File: src/rtl/ds_addr_pkg.sv
package ds_addr_pkg;

    typedef enum logic [2:0] {
        AM_DIRECT  = 3'd0,
        AM_IND     = 3'd1,
        AM_DISP    = 3'd2,
        AM_PREDEC  = 3'd3,
        AM_POSTINC = 3'd4
    } amode_e;

    typedef enum logic [1:0] {
        PS_X    = 2'd0,
        PS_Y    = 2'd1,
        PS_Z    = 2'd2,
        PS_NONE = 2'd3
    } psel_e;

    typedef enum logic [1:0] {
        RG_REG  = 2'd0,
        RG_IO   = 2'd1,
        RG_SRAM = 2'd2,
        RG_NONE = 2'd3
    } region_e;

endpackage

File: src/rtl/ds_ptr_unit.sv
module ds_ptr_unit
    import ds_addr_pkg::*;
#(
    parameter int PTR_W        = 16,
    parameter int DISP_W       = 6,
    parameter int IOA_W        = 6,
    parameter int IDX_W        = 5,
    parameter int IO_BASE      = 32,
    parameter int PTR_BASE_REG = 26
) (
    input  logic [2:0]       mode_i,
    input  logic [1:0]       sel_i,
    input  logic [PTR_W-1:0] ptr_i,
    input  logic [DISP_W-1:0] disp_i,
    input  logic [PTR_W-1:0] dir_i,
    input  logic             io_op_i,
    input  logic [IOA_W-1:0] io_addr_i,
    output logic [PTR_W-1:0] eff_o,
    output logic             bad_o,
    output logic             wb_en_o,
    output logic [PTR_W-1:0] wb_val_o,
    output logic [IDX_W-1:0] wb_idx_o
);

    localparam logic [PTR_W-1:0] ONE = PTR_W'(1);

    logic sel_ok;
    logic [PTR_W-1:0] ptr_dec;
    logic [PTR_W-1:0] ptr_inc;

    assign sel_ok  = (sel_i != PS_NONE);
    assign ptr_dec = ptr_i - ONE;
    assign ptr_inc = ptr_i + ONE;
    assign wb_idx_o = IDX_W'(PTR_BASE_REG) + IDX_W'({sel_i, 1'b0});

    always_comb begin
        eff_o    = '0;
        bad_o    = 1'b0;
        wb_en_o  = 1'b0;
        wb_val_o = ptr_i;
        if (io_op_i) begin
            eff_o = PTR_W'(IO_BASE) + PTR_W'(io_addr_i);
        end else begin
            unique case (mode_i)
                AM_DIRECT: begin
                    eff_o = dir_i;
                end
                AM_IND: begin
                    eff_o = ptr_i;
                    bad_o = !sel_ok;
                end
                AM_DISP: begin
                    eff_o = ptr_i + PTR_W'(disp_i);
                    bad_o = !sel_ok || (sel_i == PS_X);
                end
                AM_PREDEC: begin
                    eff_o    = ptr_dec;
                    bad_o    = !sel_ok;
                    wb_en_o  = sel_ok;
                    wb_val_o = ptr_dec;
                end
                AM_POSTINC: begin
                    eff_o    = ptr_i;
                    bad_o    = !sel_ok;
                    wb_en_o  = sel_ok;
                    wb_val_o = ptr_inc;
                end
                default: begin
                    bad_o = 1'b1;
                end
            endcase
        end
    end

endmodule

File: src/rtl/ds_region_dec.sv
module ds_region_dec
    import ds_addr_pkg::*;
#(
    parameter int PTR_W   = 16,
    parameter int REG_CNT = 32,
    parameter int IO_CNT  = 64,
    parameter int MEM_CNT = 128
) (
    input  logic [PTR_W-1:0] addr_i,
    output region_e          region_o
);

    localparam int NB = 3;
    localparam int unsigned BOUND [NB] = '{REG_CNT, REG_CNT + IO_CNT, REG_CNT + IO_CNT + MEM_CNT};

    logic [NB-1:0] above;

    for (genvar i = 0; i < NB; i++) begin : g_cmp
        assign above[i] = ({1'b0, addr_i} >= (PTR_W+1)'(BOUND[i]));
    end

    always_comb begin
        logic [1:0] cnt;
        cnt = 2'd0;
        for (int i = 0; i < NB; i++) begin
            cnt = cnt + 2'(above[i]);
        end
        region_o = region_e'(cnt);
    end

    // region bounds are ordered, so the compare results form a thermometer code
    always_comb begin
        a_thermo_r1: assert (!(above[1] && !above[0]) && !(above[2] && !above[1]));
    end

endmodule

File: src/rtl/ds_addr_gen.sv
module ds_addr_gen
    import ds_addr_pkg::*;
#(
    parameter int PTR_W        = 16,
    parameter int EA_W         = 8,
    parameter int DISP_W       = 6,
    parameter int IOA_W        = 6,
    parameter int IDX_W        = 5,
    parameter int REG_CNT      = 32,
    parameter int IO_CNT       = 64,
    parameter int MEM_CNT      = 128,
    parameter int PTR_BASE_REG = 26
) (
    input  logic              clk,
    input  logic              rst_n,
    input  logic              req_i,
    input  logic              write_i,
    input  logic [2:0]        mode_i,
    input  logic [1:0]        ptr_sel_i,
    input  logic [7:0]        ptr_lo_i,
    input  logic [7:0]        ptr_hi_i,
    input  logic [DISP_W-1:0] disp_i,
    input  logic [PTR_W-1:0]  dir_addr_i,
    input  logic              io_op_i,
    input  logic [IOA_W-1:0]  io_addr_i,
    output logic              valid_o,
    output logic [EA_W-1:0]   ea_o,
    output logic [1:0]        region_o,
    output logic              wr_en_o,
    output logic              rd_zero_o,
    output logic              ptr_we_o,
    output logic [IDX_W-1:0]  ptr_idx_o,
    output logic [PTR_W-1:0]  ptr_new_o
);

    localparam int IO_BASE  = REG_CNT;
    localparam int MEM_BASE = REG_CNT + IO_CNT;
    localparam int MAP_END  = MEM_BASE + MEM_CNT;

    typedef struct packed {
        logic             valid;
        logic [EA_W-1:0]  ea;
        region_e          region;
        logic             wr_en;
        logic             rd_zero;
        logic             ptr_we;
        logic [IDX_W-1:0] idx;
        logic [PTR_W-1:0] pnew;
    } out_t;

    out_t out_d, out_q;

    logic [PTR_W-1:0] ptr_val;
    logic [PTR_W-1:0] eff;
    logic             bad;
    logic             wb_en;
    logic [PTR_W-1:0] wb_val;
    logic [IDX_W-1:0] wb_idx;
    region_e          dec_region;

    assign ptr_val = {ptr_hi_i, ptr_lo_i};

    ds_ptr_unit #(
        .PTR_W       (PTR_W),
        .DISP_W      (DISP_W),
        .IOA_W       (IOA_W),
        .IDX_W       (IDX_W),
        .IO_BASE     (IO_BASE),
        .PTR_BASE_REG(PTR_BASE_REG)
    ) u_ptr (
        .mode_i   (mode_i),
        .sel_i    (ptr_sel_i),
        .ptr_i    (ptr_val),
        .disp_i   (disp_i),
        .dir_i    (dir_addr_i),
        .io_op_i  (io_op_i),
        .io_addr_i(io_addr_i),
        .eff_o    (eff),
        .bad_o    (bad),
        .wb_en_o  (wb_en),
        .wb_val_o (wb_val),
        .wb_idx_o (wb_idx)
    );

    ds_region_dec #(
        .PTR_W  (PTR_W),
        .REG_CNT(REG_CNT),
        .IO_CNT (IO_CNT),
        .MEM_CNT(MEM_CNT)
    ) u_dec (
        .addr_i  (eff),
        .region_o(dec_region)
    );

    always_comb begin
        out_d = '0;
        if (req_i) begin
            out_d.valid   = 1'b1;
            out_d.ea      = eff[EA_W-1:0];
            out_d.region  = bad ? RG_NONE : dec_region;
            out_d.wr_en   = write_i && (out_d.region != RG_NONE);
            out_d.rd_zero = !write_i && (out_d.region == RG_NONE);
            out_d.ptr_we  = wb_en;
            out_d.idx     = wb_idx;
            out_d.pnew    = wb_val;
        end
    end

    always_ff @(posedge clk) begin
        if (!rst_n) out_q <= '0;
        else        out_q <= out_d;
    end

    assign valid_o   = out_q.valid;
    assign ea_o      = out_q.ea;
    assign region_o  = out_q.region;
    assign wr_en_o   = out_q.wr_en;
    assign rd_zero_o = out_q.rd_zero;
    assign ptr_we_o  = out_q.ptr_we;
    assign ptr_idx_o = out_q.idx;
    assign ptr_new_o = out_q.pnew;

    p_wr_mapped_r9: assert property (@(posedge clk) disable iff (!rst_n)
        wr_en_o |-> (valid_o && region_o != RG_NONE && !rd_zero_o));

    p_idle_quiet_r10: assert property (@(posedge clk) disable iff (!rst_n)
        !req_i |=> (!valid_o && !wr_en_o && !rd_zero_o && !ptr_we_o));

    p_postinc_wb_r7: assert property (@(posedge clk) disable iff (!rst_n)
        (req_i && !io_op_i && mode_i == AM_POSTINC && ptr_sel_i != PS_NONE)
        |=> (ptr_we_o && ptr_new_o == $past(ptr_val) + PTR_W'(1)
             && ea_o == $past(ptr_lo_i)));

    p_predec_addr_r6: assert property (@(posedge clk) disable iff (!rst_n)
        (req_i && !io_op_i && mode_i == AM_PREDEC && ptr_sel_i != PS_NONE)
        |=> (ptr_we_o && ptr_new_o[EA_W-1:0] == ea_o));

    p_io_region_r8: assert property (@(posedge clk) disable iff (!rst_n)
        (req_i && io_op_i) |=> (region_o == RG_IO && !ptr_we_o));

    p_mem_range_r1: assert property (@(posedge clk) disable iff (!rst_n)
        (valid_o && region_o == RG_SRAM)
        |-> (int'(ea_o) >= MEM_BASE && int'(ea_o) < MAP_END));

endmodule

File: config.mk
export PLATFORM = sky130hd
export DESIGN_NAME = ds_addr_gen
export DESIGN_NICKNAME = d
export VERILOG_FILES = /design/src/rtl/ds_addr_pkg.sv /design/src/rtl/ds_ptr_unit.sv /design/src/rtl/ds_region_dec.sv /design/src/rtl/ds_addr_gen.sv
export SDC_FILE = /design/constraint.sdc
export NUM_CORES = 1
export LEC_CHECK = 0
export BUFFER_PORTS_ARGS = -buffer_cell sky130_fd_sc_hd__buf_2
export CELL_PAD_IN_SITES_DETAIL_PLACEMENT = 1
export CELL_PAD_IN_SITES_GLOBAL_PLACEMENT = 1
export CORE_UTILIZATION = 37
export DETAILED_ROUTE_END_ITERATION = 10
export GPL_TIMING_DRIVEN = 0
export PLACE_DENSITY_LB_ADDON = 0.1
export SLEW_MARGIN = 20
export SYNTH_ARGS = -nofsm -noshare
export SYNTH_HDL_FRONTEND = slang
export SYNTH_SLANG_ARGS = --single-unit
File: constraint.sdc
create_clock -name clk -period 5.04 [get_ports clk]
set_input_delay 1.008 -clock clk [delete_from_list [all_inputs] [get_ports clk]]
set_output_delay 1.008 -clock clk [all_outputs]
set_load 0.02 [all_outputs]
==> summary.md <==
| Metric | Value |
|---|---|
| CTS max path bufs | 2 |
| Async set-or-reset flop fraction in the synthesized netlist | 0 |
| Most used DFF post-synth | sky130_fd_sc_hd__dfxtp_1 |
| Area of the multi-input gates | 1930 µm² |
| Max-cap violations | 0 |
| Top-level I/O count | 89 |
| Nets in the synthesized netlist | 450 |
| Critical hold path startpoint | ptr_sel_i[0] |
| Startpoint-to-endpoint class of the critical path | in2reg |
| Worst slew margin | 0.459 |
| YS warnings | 0 |
| Number of standard cells in the final layout excluding fillers | ~580 |
| Routed wirelength normalized by instance count | 17.7 µm |
| TritonCTS clock tree | done |
| Final period utilization | 0.857 |
| Sum of net half-perimeters after detailed placement | ~8100 µm |
| Number of placement rows | 31 |
| Post-Synthesis Mean Instance Area | 7.15 µm² |
| Hold_buf cts | 0 |
| Number of iterations in the first detailed-routing pass | 4 |
| Pins over their slew limit | 0 |
| Top cells by area, synth | sky130_fd_sc_hd__dfxtp_1 24%, sky130_fd_sc_hd__nor2_1 6.1%, sky130_fd_sc_hd__a21oi_1 5.5%, sky130_fd_sc_hd__nand2_1 4.9%, sky130_fd_sc_hd__o21ai_0 4.4% |
| Total wire length | around 10000 µm |
| Slowest cell on crit path | sky130_fd_sc_hd__fa_1 |
| Clock tree root buffer cell | sky130_fd_sc_hd__clkbuf_8 |
| Count of cells resized by post-cts repair | 0 |
| Total power per unit cell area | ~210 nW/µm² |
| Tightest Pin Transition | 805 ps |
| Area leader, netlist | sky130_fd_sc_hd__dfxtp_1 |
| Hold Vio Cnt, Final | 0 |
| Unrepaired setup endpoints after global routing | no |
| Total Routing Usage GR | 0.275 |
| Via count of the first global-routing pass | ~3200 |
| CTS HTree Levels | 2 |
| Upper clock frequency limit | between 200 and 250 MHz |
| ANT cells | 0 |
| Final Core Density | 0.469 |
| Number of buffers created by CTS | 5 |
| Pin count of the biggest net entering global routing | 11 |
| Wire length of the first global-routing pass | approximately 16000 µm |
| Count of input and output buffers | 84 |
| Largest voltage drop on the vdd net | around 0.099 mV |
| Number of antenna violations at the first check in global routing | 0 |
| Vias/cell | roughly 5.7 |
| Share of final-layout standard cells stronger than drive strength 1 | 0.226 |
| Worst slack, placed | about 480 ps |
| Post-layout net count | about 540 |
| Drt first-iter violations | just under 200 |
| Number of vias after detailed routing | between 3000 and 4000 |
| Initial core utilization | 0.382 |
| Post-synth top area share | 0.240 |
| Fill count | 1002 |
| Syn Inst Count | 385 |
| Die Span X | ~88 µm |
| Critical path, cell by cell | buf_2 -> inv_1 -> ha_1 -> or4b_4 -> nor4_1 -> mux2i_1 -> nor4_2 -> o2111ai_1 -> nor3b_2 -> o21ai_1 -> fa_1 -> nor2_1 -> nor4_1 |
| Number of buffer and inverter stages on the critical path | 2 |
| Final critical delay including setup and external delays | 4320 ps |
| Launching element of the worst setup path | ptr_lo_i[0] |
| Number of endpoints failing setup at the final stage | 0 |
| Signed area change from the synthesized netlist to the final layout | 22.8% |
| Most frequent cell after synthesis | sky130_fd_sc_hd__nor2_1 |
| Total die area | roughly 7800 µm² |
| Remaining Overflow, GRT | 0 |
| CTS clock-pin slew for the worst setup and hold paths | 60 ps |
| Mapped cell area | between 2000 and 3000 µm² |
| # clock sinks | 33 |
| Sequential cell area fraction in the yosys report | 0.240 |
| Area of the core region | 7210 µm² |
| Number of synthesized flops with an enable pin | 0 |
| Cell Count Post-Placement | 568 |
| FF+latch area | around 660 µm² |
| HP Class | in2reg |
| Number of flip-flops and latches in the synthesized netlist | 33 |
| Die height | 88.3 µm |
| Number of buffers inserted by post-CTS setup repair | 0 |
| CP startpoint kind | input pin |
| Fin Setup TNS | 0 ps |
| Final estimated routing congestion in global placement | between 0.9 and 1 |
| Arrival @ worst endpoint | roughly 4500 ps |
| Final antenna-violating net count | 0 |
| Final worst-path setup slack | 721 ps |
| Crit. End Element | flip-flop |
| Cell variety after synth | 61 |
| Slowest Stage Delay on Critical Path | slightly below 600 ps |
| Run status | completed |
| Leak Pwr | about 1.4 nW |
| Worst Path Max Fanout | 8 |
| # DRC | 0 |
| Family with the most delay on the worst path | simple AND/OR/NAND/NOR gates |
| Most numerous cell types in the synthesized netlist | 45 x sky130_fd_sc_hd__nor2_1, 36 x sky130_fd_sc_hd__nand2_1, 33 x sky130_fd_sc_hd__dfxtp_1 |
| Crit path required time | around 5200 ps |
| Cell mode on critical path | sky130_fd_sc_hd__nor4_1 |
power breakdown:
part,switching [mW],internal (mW)
Sequential,0.00270,0.273
Clock,0.0918,0.0956
Combinational,0.150,0.0870
cell type report:
type                    count  share of cell area
inverters                   9             0.00999
clock buffers               6              0.0215
well taps                  99              0.0366
flip-flops and latches     33               0.195
repair buffers             84               0.124
plain buffers              32              0.0392
clock inverters             2             0.00296
multi-input cells         311               0.570
state kept, by name (all words and copies together), names as in the netlist:
| name | flops |
|---|---|
| ea_o | 8 |
| region_o | 2 |
| ptr_we_o | 1 |
| ptr_new_o | 16 |
| ptr_idx_o | 3 |
| wr_en_o | 1 |
| rd_zero_o | 1 |
| valid_o | 1 |
per-layer routing:
metal | wire [µm] | global-route usage
met5 | 0 | 0
met3 | 598 | 0.0224
met1 | 4820 | 0.389
met4 | 172 | 0.0924
met2 | 4590 | 0.443
kinds of logic (layout without fill, tap and decap cells):
logic type,after synthesis,in the layout,synth area share
AOI/OAI and AO/OA,118,118,0.267
DFF,33,33,0.240
muxes,8,8,0.0295
and+or+nand+nor,159,159,0.302
adders and majority gates,11,11,0.0554
other,1,1,0.00136
xor gates and xnor gates,14,14,0.0445
buffers and inverters,41,133,0.0604
cell usage in the layout (no fill, tap or decap), types with 5 or more instances in the layout:
cell type / count
sky130_fd_sc_hd__and3_1: 6
sky130_fd_sc_hd__or4_1: 5
sky130_fd_sc_hd__nor3_1: 10
sky130_fd_sc_hd__nand3b_1: 5
sky130_fd_sc_hd__ha_1: 9
sky130_fd_sc_hd__o22ai_1: 5
sky130_fd_sc_hd__a211oi_1: 7
sky130_fd_sc_hd__nand3_1: 9
sky130_fd_sc_hd__clkbuf_1: 27
sky130_fd_sc_hd__xnor2_1: 12
sky130_fd_sc_hd__a21oi_1: 30
sky130_fd_sc_hd__clkbuf_8: 5
sky130_fd_sc_hd__mux2i_1: 7
sky130_fd_sc_hd__inv_1: 9
sky130_fd_sc_hd__and2_1: 5
sky130_fd_sc_hd__o21ai_1: 10
sky130_fd_sc_hd__dfxtp_1: 33
sky130_fd_sc_hd__nor2_1: 45
sky130_fd_sc_hd__nand2_1: 36
sky130_fd_sc_hd__nor4_1: 8
sky130_fd_sc_hd__a31oi_1: 9
sky130_fd_sc_hd__o21ai_0: 24
sky130_fd_sc_hd__nand2b_1: 7
sky130_fd_sc_hd__buf_2: 88
through the flow:
| step | hold WS, ps | area, µm² | power (mW) |
|---|---|---|---|
| after floorplan | 1080 | 2750 | 0.431 |
| after global placement | 1190 | 3300 | 0.509 |
| after detailed placement | 1190 | 3300 | 0.517 |
| after CTS | 891 | 3380 | 0.704 |
| after global routing | 892 | 3380 | 0.743 |
| final | 900 | 3380 | 0.700 |
worst paths after layout:
| kind | end | slack (ps) | cells after the start |
|---|---|---|---|
| setup / recovery | rd_zero_o | 720 | 13 |
| hold / removal | ptr_idx_o[1] | 900 | 2 |
(Power assumes the default switching activity.)
